## config.mk

```make
export PLATFORM = sky130hd
export DESIGN_NAME = trip_i2c_slave
export DESIGN_NICKNAME = d
export VERILOG_FILES = /design/src/rtl/trip_i2c_pkg.sv /design/src/rtl/trip_i2c_sync.sv /design/src/rtl/trip_i2c_regfile.sv /design/src/rtl/trip_i2c_ctrl.sv /design/src/rtl/trip_i2c_slave.sv
export SDC_FILE = /design/constraint.sdc
export NUM_CORES = 1
export LEC_CHECK = 0
export BUFFER_PORTS_ARGS = -buffer_cell sky130_fd_sc_hd__buf_2
export CORE_MARGIN = 2
export CORE_UTILIZATION = 52
export DETAILED_ROUTE_END_ITERATION = 8
export GPL_TIMING_DRIVEN = 0
export PLACE_DENSITY = 0.69
export SYNTH_ARGS = -nofsm -noshare
export SYNTH_HDL_FRONTEND = slang
export SYNTH_SLANG_ARGS = --single-unit
```

## constraint.sdc

```tcl
create_clock -name clk -period 7.39 [get_ports clk]
set_clock_uncertainty 0.2 [all_clocks]
set_input_delay 0.3695 -clock clk [delete_from_list [all_inputs] [get_ports clk]]
set_output_delay 0.3695 -clock clk [all_outputs]
set_load 0.01 [all_outputs]
```

## src/rtl/trip_i2c_pkg.sv

```systemverilog
package trip_i2c_pkg;

    typedef enum logic [2:0] {
        ST_IDLE,
        ST_RX,
        ST_RACK,
        ST_TX,
        ST_TACK,
        ST_BUSY
    } ctrl_st_e;

    localparam logic [15:0] CMD_WORD_ADDR = 16'h0003;
    localparam logic [7:0]  CMD_DATA      = 8'h00;
    localparam int unsigned LAST_IDX      = 4;

endpackage

```

## src/rtl/trip_i2c_sync.sv

```systemverilog
module trip_i2c_sync #(
    parameter int unsigned W       = 4,
    parameter int unsigned STAGES  = 2,
    parameter logic [W-1:0] RST_VAL = '1
) (
    input  logic         clk,
    input  logic         rst_n,
    input  logic [W-1:0] async_i,
    output logic [W-1:0] sync_o,
    output logic [W-1:0] prev_o
);

    for (genvar b = 0; b < W; b++) begin : g_bit
        logic [STAGES-1:0] chain_q;
        logic              prev_q;

        always_ff @(posedge clk or negedge rst_n) begin
            if (!rst_n) begin
                chain_q <= {STAGES{RST_VAL[b]}};
                prev_q  <= RST_VAL[b];
            end else begin
                chain_q <= {chain_q[STAGES-2:0], async_i[b]};
                prev_q  <= chain_q[STAGES-1];
            end
        end

        assign sync_o[b] = chain_q[STAGES-1];
        assign prev_o[b] = prev_q;
    end

endmodule

```

## src/rtl/trip_i2c_regfile.sv

```systemverilog
module trip_i2c_regfile #(
    parameter int unsigned DEPTH = 16,
    localparam int unsigned AW   = $clog2(DEPTH)
) (
    input  logic          clk,
    input  logic          rst_n,
    input  logic          we_i,
    input  logic [AW-1:0] waddr_i,
    input  logic [7:0]    wdata_i,
    input  logic [AW-1:0] raddr_i,
    output logic [7:0]    rdata_o
);

    logic [7:0] mem_q [DEPTH];
    logic [7:0] mem_d [DEPTH];

    always_comb begin
        for (int i = 0; i < DEPTH; i++) begin
            mem_d[i] = mem_q[i];
        end
        if (we_i) begin
            mem_d[waddr_i] = wdata_i;
        end
    end

    always_ff @(posedge clk or negedge rst_n) begin
        if (!rst_n) begin
            for (int i = 0; i < DEPTH; i++) begin
                mem_q[i] <= 8'h00;
            end
        end else begin
            for (int i = 0; i < DEPTH; i++) begin
                mem_q[i] <= mem_d[i];
            end
        end
    end

    assign rdata_o = mem_q[raddr_i];

endmodule

```

## src/rtl/trip_i2c_ctrl.sv

```systemverilog
module trip_i2c_ctrl
    import trip_i2c_pkg::*;
#(
    parameter int unsigned DEPTH  = 16,
    parameter logic [6:0]  DEV_ID = 7'h57,
    localparam int unsigned AW    = $clog2(DEPTH)
) (
    input  logic          clk,
    input  logic          rst_n,
    input  logic          sda_s,
    input  logic          scl_rise,
    input  logic          scl_fall,
    input  logic          start_ev,
    input  logic          stop_ev,
    input  logic          hv_s,
    input  logic          rpad_fall,
    input  logic [7:0]    rd_data,
    output logic [AW-1:0] rd_addr,
    output logic          wr_en,
    output logic [AW-1:0] wr_addr,
    output logic [7:0]    wr_data,
    output logic          sda_oe,
    output logic          prog_busy,
    output logic          prog_done,
    output logic          standby
);

    typedef struct packed {
        ctrl_st_e    st;
        logic [3:0]  cnt;
        logic [2:0]  idx;
        logic [7:0]  sh;
        logic [7:0]  hi;
        logic [15:0] ptr;
        logic        rw;
        logic        mack;
        logic        arm;
        logic        oe;
        logic        rdseq;
        logic        stby;
        logic        done;
    } ctrl_t;

    ctrl_t q, n;
    logic [AW-1:0] idx_inc;

    assign idx_inc = q.ptr[AW-1:0] + AW'(1);
    assign rd_addr = (q.st == ST_TACK) ? idx_inc : q.ptr[AW-1:0];

    always_comb begin
        n       = q;
        n.done  = 1'b0;
        wr_en   = 1'b0;
        wr_addr = q.ptr[AW-1:0];
        wr_data = q.sh;

        if (q.st == ST_BUSY) begin
            if (rpad_fall) begin
                n.st   = ST_IDLE;
                n.done = 1'b1;
            end
        end else if (start_ev) begin
            n.st    = ST_RX;
            n.cnt   = '0;
            n.idx   = '0;
            n.arm   = 1'b0;
            n.oe    = 1'b0;
            n.rdseq = 1'b0;
            n.stby  = 1'b0;
            n.rw    = 1'b0;
        end else if (stop_ev) begin
            n.oe    = 1'b0;
            n.cnt   = '0;
            n.stby  = q.rdseq;
            n.rdseq = 1'b0;
            if (q.arm) begin
                n.st   = ST_BUSY;
                n.arm  = 1'b0;
                n.stby = 1'b0;
            end else begin
                n.st = ST_IDLE;
            end
        end else begin
            unique case (q.st)
                ST_RX: begin
                    if (scl_rise && q.cnt != 4'd8) begin
                        n.sh  = {q.sh[6:0], sda_s};
                        n.cnt = q.cnt + 4'd1;
                    end else if (scl_fall && q.cnt == 4'd8) begin
                        n.cnt = '0;
                        n.st  = ST_RACK;
                        n.oe  = 1'b1;
                        unique case (q.idx)
                            3'd0: begin
                                if (q.sh[7:1] == DEV_ID) begin
                                    n.rw    = q.sh[0];
                                    n.rdseq = q.sh[0];
                                end else begin
                                    n.st = ST_IDLE;
                                    n.oe = 1'b0;
                                end
                            end
                            3'd1: n.hi  = q.sh;
                            3'd2: n.ptr = {q.hi, q.sh};
                            3'd3: begin
                                wr_en = 1'b1;
                                n.arm = hv_s && (q.ptr == CMD_WORD_ADDR)
                                        && (q.sh == CMD_DATA);
                            end
                            default: begin
                                n.st  = ST_IDLE;
                                n.oe  = 1'b0;
                                n.arm = 1'b0;
                            end
                        endcase
                    end
                end
                ST_RACK: begin
                    if (scl_fall) begin
                        n.oe  = 1'b0;
                        n.cnt = '0;
                        if (q.rw) begin
                            n.st = ST_TX;
                            n.sh = rd_data;
                            n.oe = ~rd_data[7];
                        end else begin
                            n.st = ST_RX;
                            if (q.idx != 3'(LAST_IDX)) begin
                                n.idx = q.idx + 3'd1;
                            end
                        end
                    end
                end
                ST_TX: begin
                    if (scl_fall) begin
                        if (q.cnt == 4'd7) begin
                            n.st = ST_TACK;
                            n.oe = 1'b0;
                        end else begin
                            n.sh  = {q.sh[6:0], 1'b0};
                            n.oe  = ~q.sh[6];
                            n.cnt = q.cnt + 4'd1;
                        end
                    end
                end
                ST_TACK: begin
                    if (scl_rise) begin
                        n.mack = ~sda_s;
                    end else if (scl_fall) begin
                        n.ptr = q.ptr + 16'd1;
                        if (q.mack) begin
                            n.st  = ST_TX;
                            n.cnt = '0;
                            n.sh  = rd_data;
                            n.oe  = ~rd_data[7];
                        end else begin
                            n.st = ST_IDLE;
                        end
                    end
                end
                default: ;
            endcase
        end
    end

    always_ff @(posedge clk or negedge rst_n) begin
        if (!rst_n) begin
            q <= '{st: ST_IDLE, default: '0};
        end else begin
            q <= n;
        end
    end

    assign sda_oe    = q.oe;
    assign prog_busy = (q.st == ST_BUSY);
    assign prog_done = q.done;
    assign standby   = q.stby;

endmodule

```

## src/rtl/trip_i2c_slave.sv

```systemverilog
module trip_i2c_slave #(
    parameter int unsigned DEPTH  = 16,
    parameter logic [6:0]  DEV_ID = 7'h57,
    localparam int unsigned AW    = $clog2(DEPTH)
) (
    input  logic clk,
    input  logic rst_n,
    input  logic scl_i,
    input  logic sda_i,
    input  logic hv_prog_i,
    input  logic reset_pad_i,
    output logic sda_oe_o,
    output logic prog_busy_o,
    output logic prog_done_o,
    output logic standby_o
);

    localparam int unsigned NSIG = 4;

    logic [NSIG-1:0] sig_s, sig_p;
    logic scl_s, scl_p, sda_s, sda_p, hv_s, rpad_s, rpad_p;
    logic scl_rise, scl_fall, start_ev, stop_ev, rpad_fall;

    logic [7:0]    rd_data, wr_data;
    logic [AW-1:0] rd_addr, wr_addr;
    logic          wr_en;

    trip_i2c_sync #(
        .W      (NSIG),
        .STAGES (2),
        .RST_VAL(4'b1011)
    ) u_sync (
        .clk    (clk),
        .rst_n  (rst_n),
        .async_i({reset_pad_i, hv_prog_i, sda_i, scl_i}),
        .sync_o (sig_s),
        .prev_o (sig_p)
    );

    assign scl_s  = sig_s[0];
    assign scl_p  = sig_p[0];
    assign sda_s  = sig_s[1];
    assign sda_p  = sig_p[1];
    assign hv_s   = sig_s[2] & sig_p[2];
    assign rpad_s = sig_s[3];
    assign rpad_p = sig_p[3];

    assign scl_rise  = scl_s & ~scl_p;
    assign scl_fall  = ~scl_s & scl_p;
    assign start_ev  = scl_s & scl_p & sda_p & ~sda_s;
    assign stop_ev   = scl_s & scl_p & ~sda_p & sda_s;
    assign rpad_fall = rpad_p & ~rpad_s;

    trip_i2c_ctrl #(
        .DEPTH (DEPTH),
        .DEV_ID(DEV_ID)
    ) u_ctrl (
        .clk      (clk),
        .rst_n    (rst_n),
        .sda_s    (sda_s),
        .scl_rise (scl_rise),
        .scl_fall (scl_fall),
        .start_ev (start_ev),
        .stop_ev  (stop_ev),
        .hv_s     (hv_s),
        .rpad_fall(rpad_fall),
        .rd_data  (rd_data),
        .rd_addr  (rd_addr),
        .wr_en    (wr_en),
        .wr_addr  (wr_addr),
        .wr_data  (wr_data),
        .sda_oe   (sda_oe_o),
        .prog_busy(prog_busy_o),
        .prog_done(prog_done_o),
        .standby  (standby_o)
    );

    trip_i2c_regfile #(
        .DEPTH(DEPTH)
    ) u_regs (
        .clk    (clk),
        .rst_n  (rst_n),
        .we_i   (wr_en),
        .waddr_i(wr_addr),
        .wdata_i(wr_data),
        .raddr_i(rd_addr),
        .rdata_o(rd_data)
    );

endmodule

```

After elaboration in Yosys (flattened, before gate mapping):

Cells that the tools add are included.

* add/subtract/negate cells: 4
* magnitude comparators: 3
* eq/ne operators: 47
* multiplexer cells: 81
* bitwise gates (word level): 22
* reductions and logical operators: 37

Operators by type and width (count)
* 128-bit bitwise mux: 1
* 8-bit 2-to-1 mux: 12
* 25-bit 2-to-1 mux: 2
* 16-bit 2-to-1 mux: 3
* 37-bit 2-to-1 mux: 1
* 9-bit AND reduction: 4
* 7-bit 2-to-1 mux: 5
* 3-bit 2-to-1 mux: 11
* 8-bit binary-select mux with 4-bit select: 1
* 8-bit demux with 4-bit select: 1
* 16-bit one-hot mux with 2 select lines: 1
* 8-bit one-hot mux with 4 select lines: 1
* 7-bit one-hot mux with 4 select lines: 1
* 1-bit 2-to-1 mux: 27
* 5-bit by 4-bit != test with 1-bit output (second input constant): 5
* 4-bit 2-to-1 mux: 5
* 4-bit by 3-bit != test with 1-bit output (second input constant): 5
* 18-bit 2-to-1 mux: 1
* 2-bit nonzero test: 9
* 16-bit by 1-bit adder with 16-bit output (second input constant): 1
* 16-bit by 2-bit equality test with 1-bit output (second input constant): 1
* 2-bit by 1-bit != test with 1-bit output (second input constant): 8
* 4-bit != test (second input constant): 4
* 2-bit != test (second input constant): 7
* 35 further kinds: 77

* flip-flop bits (word level): 189
* input port bits: 6

Logic depth before layout (Yosys ltp):

* depth after elaboration: 13
* gate-level depth with buffers: 13
* gate-level depth less buffers: 9

Cells and area by module:

From an unflattened synthesis, not the netlist that was laid out.

* cells, all modules: 743
* area, all modules: 9512.9 um2

Modules (own cells, without submodules)
* trip_i2c_regfile: times used 1, cells each 365, area an instance 5915.7 um2, seq. area each 3203.1 um2
* trip_i2c_ctrl: times used 1, cells each 352, area an instance 3180.6 um2, seq. area each 1226.2 um2
* trip_i2c_sync: times used 1, cells each 20, area an instance 371.6 um2, seq. area each 311.5 um2
* trip_i2c_slave: times used 1, cells each 6, area an instance 45.0 um2, seq. area each 0.0 um2

Worst setup path before layout:

Ideal clock, no wire load.

* path kind: flip-flop to flip-flop
* from: register u_ctrl.q, in the netlist u_ctrl.wr_addr[0]
* to: register u_ctrl.q, in the netlist u_ctrl.wr_data[7]
* setup time: 0.126 ns
* arrival: 2.829 ns
* slack: 4.235 ns
* stages on the path, launching flop included: 12
* buffers on the path: 3
* clock period less this slack: 3.155 ns
* cells stage by stage: dfrtp_1 buf_2 buf_2 inv_2 ha_1 or4b_1 buf_2 a2bb2oi_4 o221ai_1 o22a_1 o211ai_1 a221o_1

* word-level cells in the longest chain between the ends: 10
* elaborated cells on any way between the ends: 12

Ends and longest elaborated chain
* start: declaration: line trip_i2c_ctrl.sv:44 `ctrl_t q, n;`
* start signal: assignment: line trip_i2c_ctrl.sv:170 `q <= n;`
* 4-bit by 1-bit adder with 4-bit output: line trip_i2c_ctrl.sv:47 `assign idx_inc = q.ptr[AW-1:0] + AW'(1);`
* 4-bit 2-to-1 mux *: line trip_i2c_ctrl.sv:48 `assign rd_addr = (q.st == ST_TACK) ? idx_inc : q.ptr[AW-1:0];`
* 4-bit inverter with 5-bit output (implied by the code) *: line trip_i2c_regfile.sv:38 `assign rdata_o = mem_q[raddr_i];`
* 8-bit binary-select mux with 4-bit select *: line trip_i2c_regfile.sv:38
* 8-bit 2-to-1 mux (implied by the code) * (2 in series): line trip_i2c_regfile.sv:38
* 8-bit 2-to-1 mux: line trip_i2c_ctrl.sv:151 `if (q.mack) begin`
* 8-bit 2-to-1 mux: line trip_i2c_ctrl.sv:149 `end else if (scl_fall) begin`
* 8-bit 2-to-1 mux: line trip_i2c_ctrl.sv:147 `if (scl_rise) begin`
* 8-bit one-hot mux with 4 select lines *: line trip_i2c_ctrl.sv:84 `unique case (q.st)`

Every way passes the cells marked *; elsewhere a longest branch is shown, timed or not. The select of a mux whose other input is x is not followed.
A chain may end at the register's enable or synchronous reset.

Final worst setup path:

* from: register u_ctrl.q, in the netlist u_ctrl.wr_addr[0]
* to: register u_ctrl.q, in the netlist u_ctrl.wr_data[1]

The elaborated chain is that of the path after synthesis.

==> flow_metrics.tcl <==
set metrics [dict create \
    finalNonFillerCells 1234 \
    io_buffers 9 \
    grt_pass1_vias 7879 \
    reg2reg_depth 13 \
    ir_drop_mv 0.156 \
    avgRoutedWirePerCell_um 23.6 \
    postCtsHoldBufs 5 \
    tightest_slew_ns 0.895 \
    hold_path.class "reg -> reg" \
    finalPower_mw 2.37 \
    cts.clk_slew.worst_paths_ns 0.07 \
    n_fill_cell 1657 \
    ios 10 \
    grt_antenna_before_repair 0 \
    critPathKind "reg -> reg" \
    setup_violations 0 \
    arrival_ns 4.19 \
    cts_max_level 4 \
    syn2layout_area_growth_pct 10.5 \
    fmax_mhz 249 \
    grt_use_total 0.295 \
    grt_overflow 0 \
    hold_slack_ns 0.152 \
    status "completed" \
    pre_cts_ws_ns 3.49 \
    critPathCaptureType "register" \
    ys_warn_count 0 \
    layout_common_cells "dfrtp_1 (180), mux2_2 (139), nor2_1 (73)" \
    viasPerCell 6.47 \
    drive_gt1_frac 0.255 \
    ys_ff_latch 189 \
    cts_resized 0 \
    synth_area_um2 10200 \
    vias 7981 \
    ant_nets 0 \
    reg2reg_slack_ns 3.37 \
    antenna_cells 0 \
    grt_max_degree 111 \
    setup_slack_ns 3.37 \
    clock_latency_ns 0.45 \
    min_from "u_sync.g_bit[2].chain_q[0]" \
    avgSynthCellArea_um2 11.1 \
    rsz0062_at_grt "no" \
    critical_path.reg2reg.startpoint "u_ctrl.wr_addr[0]" \
    rows 51 \
    hold_viol_final 0 \
    slew_violations 0 \
    rr_endpoint "u_ctrl.wr_data[1]" \
    drc_errors 0 \
    setup_tns_ns 0 \
    die_y_um 144 \
    wl_um 29100 \
    drt_iter0_markers 736 \
    drtPass1Iterations 7 \
    period_minus_slack_ns 4.02 \
    layout_commonest_cell "dfrtp_1" \
    cts.sinks 189 \
    cap_viol_max_count 0 \
    cts_buffer_depth 2 \
    die-area_um2 20700 \
    slew-limit-headroom 0.403 \
    cts_buffers 17 \
    fp.coreArea_um2 19300 \
    cp_max_fo 11 \
    synth_cells 922 \
    finalNetCount 973 \
    place_inst 1197 \
    start_util 0.527 \
    multiInputGateArea_um2 5080 \
    postCtsSetupBuffers 0 \
    holdPathStages 0 \
    register_area_um2 4740 \
    power_density_nw_per_um2 211 \
    min_to "u_sync.g_bit[2].chain_q[1]" \
    cts_tree "done" \
    die_w_um 144 \
    synth.distinct_cells 77 \
    power.leakage_nw 4.94 \
    synth_ff_type "dfrtp_1" \
    synth_edf_count 0 \
    critPathRequiredTime_ns 7.56 \
    root_buffer "clkbuf_16" \
    startpoint_type "register" \
    seq_area_frac_synth 0.465 \
    dp_hpwl_um 19700 \
    async_flop_share 1.00 \
    grt_pass1_wl_um 45600 \
    synth_nets 939 \
    fin_crit_sh 0.544 \
    gp_congestion 0.941 \
]
-- report_power, final --
group	switching, mW	internal (mW)	leakage (nW)
Combinational	0.243	0.0813	2.05
Clock	0.458	0.486	0.292
Sequential	0.0439	1.06	2.60
Total	0.745	1.63	4.94
-- logic make-up (layout without fill, tap and decap cells) --
| group | after synthesis | in the layout | share of synthesized area |
|---|---|---|---|
| flops | 189 | 189 | 0.465 |
| xor+xnor | 2 | 2 | 0.00172 |
| compound gates | 190 | 190 | 0.130 |
| buf+inv | 78 | 125 | 0.0365 |
| mux | 212 | 212 | 0.231 |
| simple gates | 240 | 240 | 0.121 |
| fa+ha+maj | 11 | 11 | 0.0135 |
-- layer usage --
metal	track usage	routed length [um]	vias to the layer above
met3	0.0573	2260	93
met4	0.137	1360	0
li1	-	-	3498
met1	0.396	12300	4014
met5	0	0	-
met2	0.463	13200	376
-- state kept, by name, indices dropped and copies added (netlist names) --
name,count
u_sync.g_bit.chain_q,8
u_ctrl.q,34
u_ctrl.wr_data,8
u_ctrl.standby,1
u_regs.mem_q,128
u_ctrl.prog_done,1
u_sync.g_bit.prev_q,4
u_ctrl.wr_addr,4
u_ctrl.sda_oe,1
-- through the flow --
| stage | util | cell area [um2] |
|---|---|---|
| 2_1_floorplan | - | 10200 |
| 3_3_place_gp | 0.547 | 10600 |
| 3_5_place_dp | 0.549 | 10600 |
| 4_1_cts | 0.582 | 11300 |
| 5_1_grt | 0.582 | 11300 |
| 6_report | 0.582 | 11300 |
-- final cells by class --
type                       count  area share
buffer                        66      0.0290
clock buffer                  18      0.0381
clock inverter                14      0.0157
inverter                      12     0.00400
multi-input combinational    655       0.451
sequential                   189       0.421
tap                          265      0.0294
timing repair buffer          15      0.0118
-- how the worst max path moves through the flow --
stage | from | to | slack [ns]
2_1_floorplan | u_ctrl.wr_addr[0] | u_ctrl.wr_data[7] | 4.23
3_3_place_gp | rst_n | u_regs.mem_q[10] | 2.67
3_5_place_dp | u_ctrl.wr_addr[0] | u_ctrl.wr_data[4] | 3.49
4_1_cts | u_ctrl.wr_addr[0] | u_ctrl.wr_data[4] | 3.45
5_1_grt | u_ctrl.wr_addr[0] | u_ctrl.wr_data[4] | 3.27
6_report | u_ctrl.wr_addr[0] | u_ctrl.wr_data[1] | 3.37
-- cell usage after synthesis (all sizes together), types with 6 or more instances --
master | number | share of area
nand2b | 8 | 0.0049
nor2b | 11 | 0.0068
a31oi | 10 | 0.0061
nor4 | 11 | 0.0068
a22oi | 11 | 0.0086
nor2 | 75 | 0.029
clkbuf | 31 | 0.011
a221o | 6 | 0.0059
inv | 12 | 0.0044
mux2i | 68 | 0.067
and3 | 11 | 0.0068
nand3 | 19 | 0.011
a21oi | 48 | 0.024
nor3 | 15 | 0.0074
dfstp | 9 | 0.023
mux2 | 139 | 0.15
ha | 11 | 0.014
o221ai | 17 | 0.015
dfrtp | 180 | 0.44
o22ai | 19 | 0.012
nor3b | 6 | 0.0055
nand2 | 55 | 0.021
o21ai | 35 | 0.017
buf | 35 | 0.021
-- worst max-delay path, stage by stage, from the launching register on --
cell and delay (ns):
dfrtp_1 0.39, buf_2 0.31, buf_2 0.38, inv_2 0.23, ha_1 0.38, buf_2 0.33
nor2_1 0.15, a21oi_1 0.33, buf_2 0.33, buf_2 0.31, o22ai_1 0.11, nor2_1 0.24
nor4b_2 0.11, nor2_1 0.13
No activity file was read; power rests on OpenSTA's default activity.
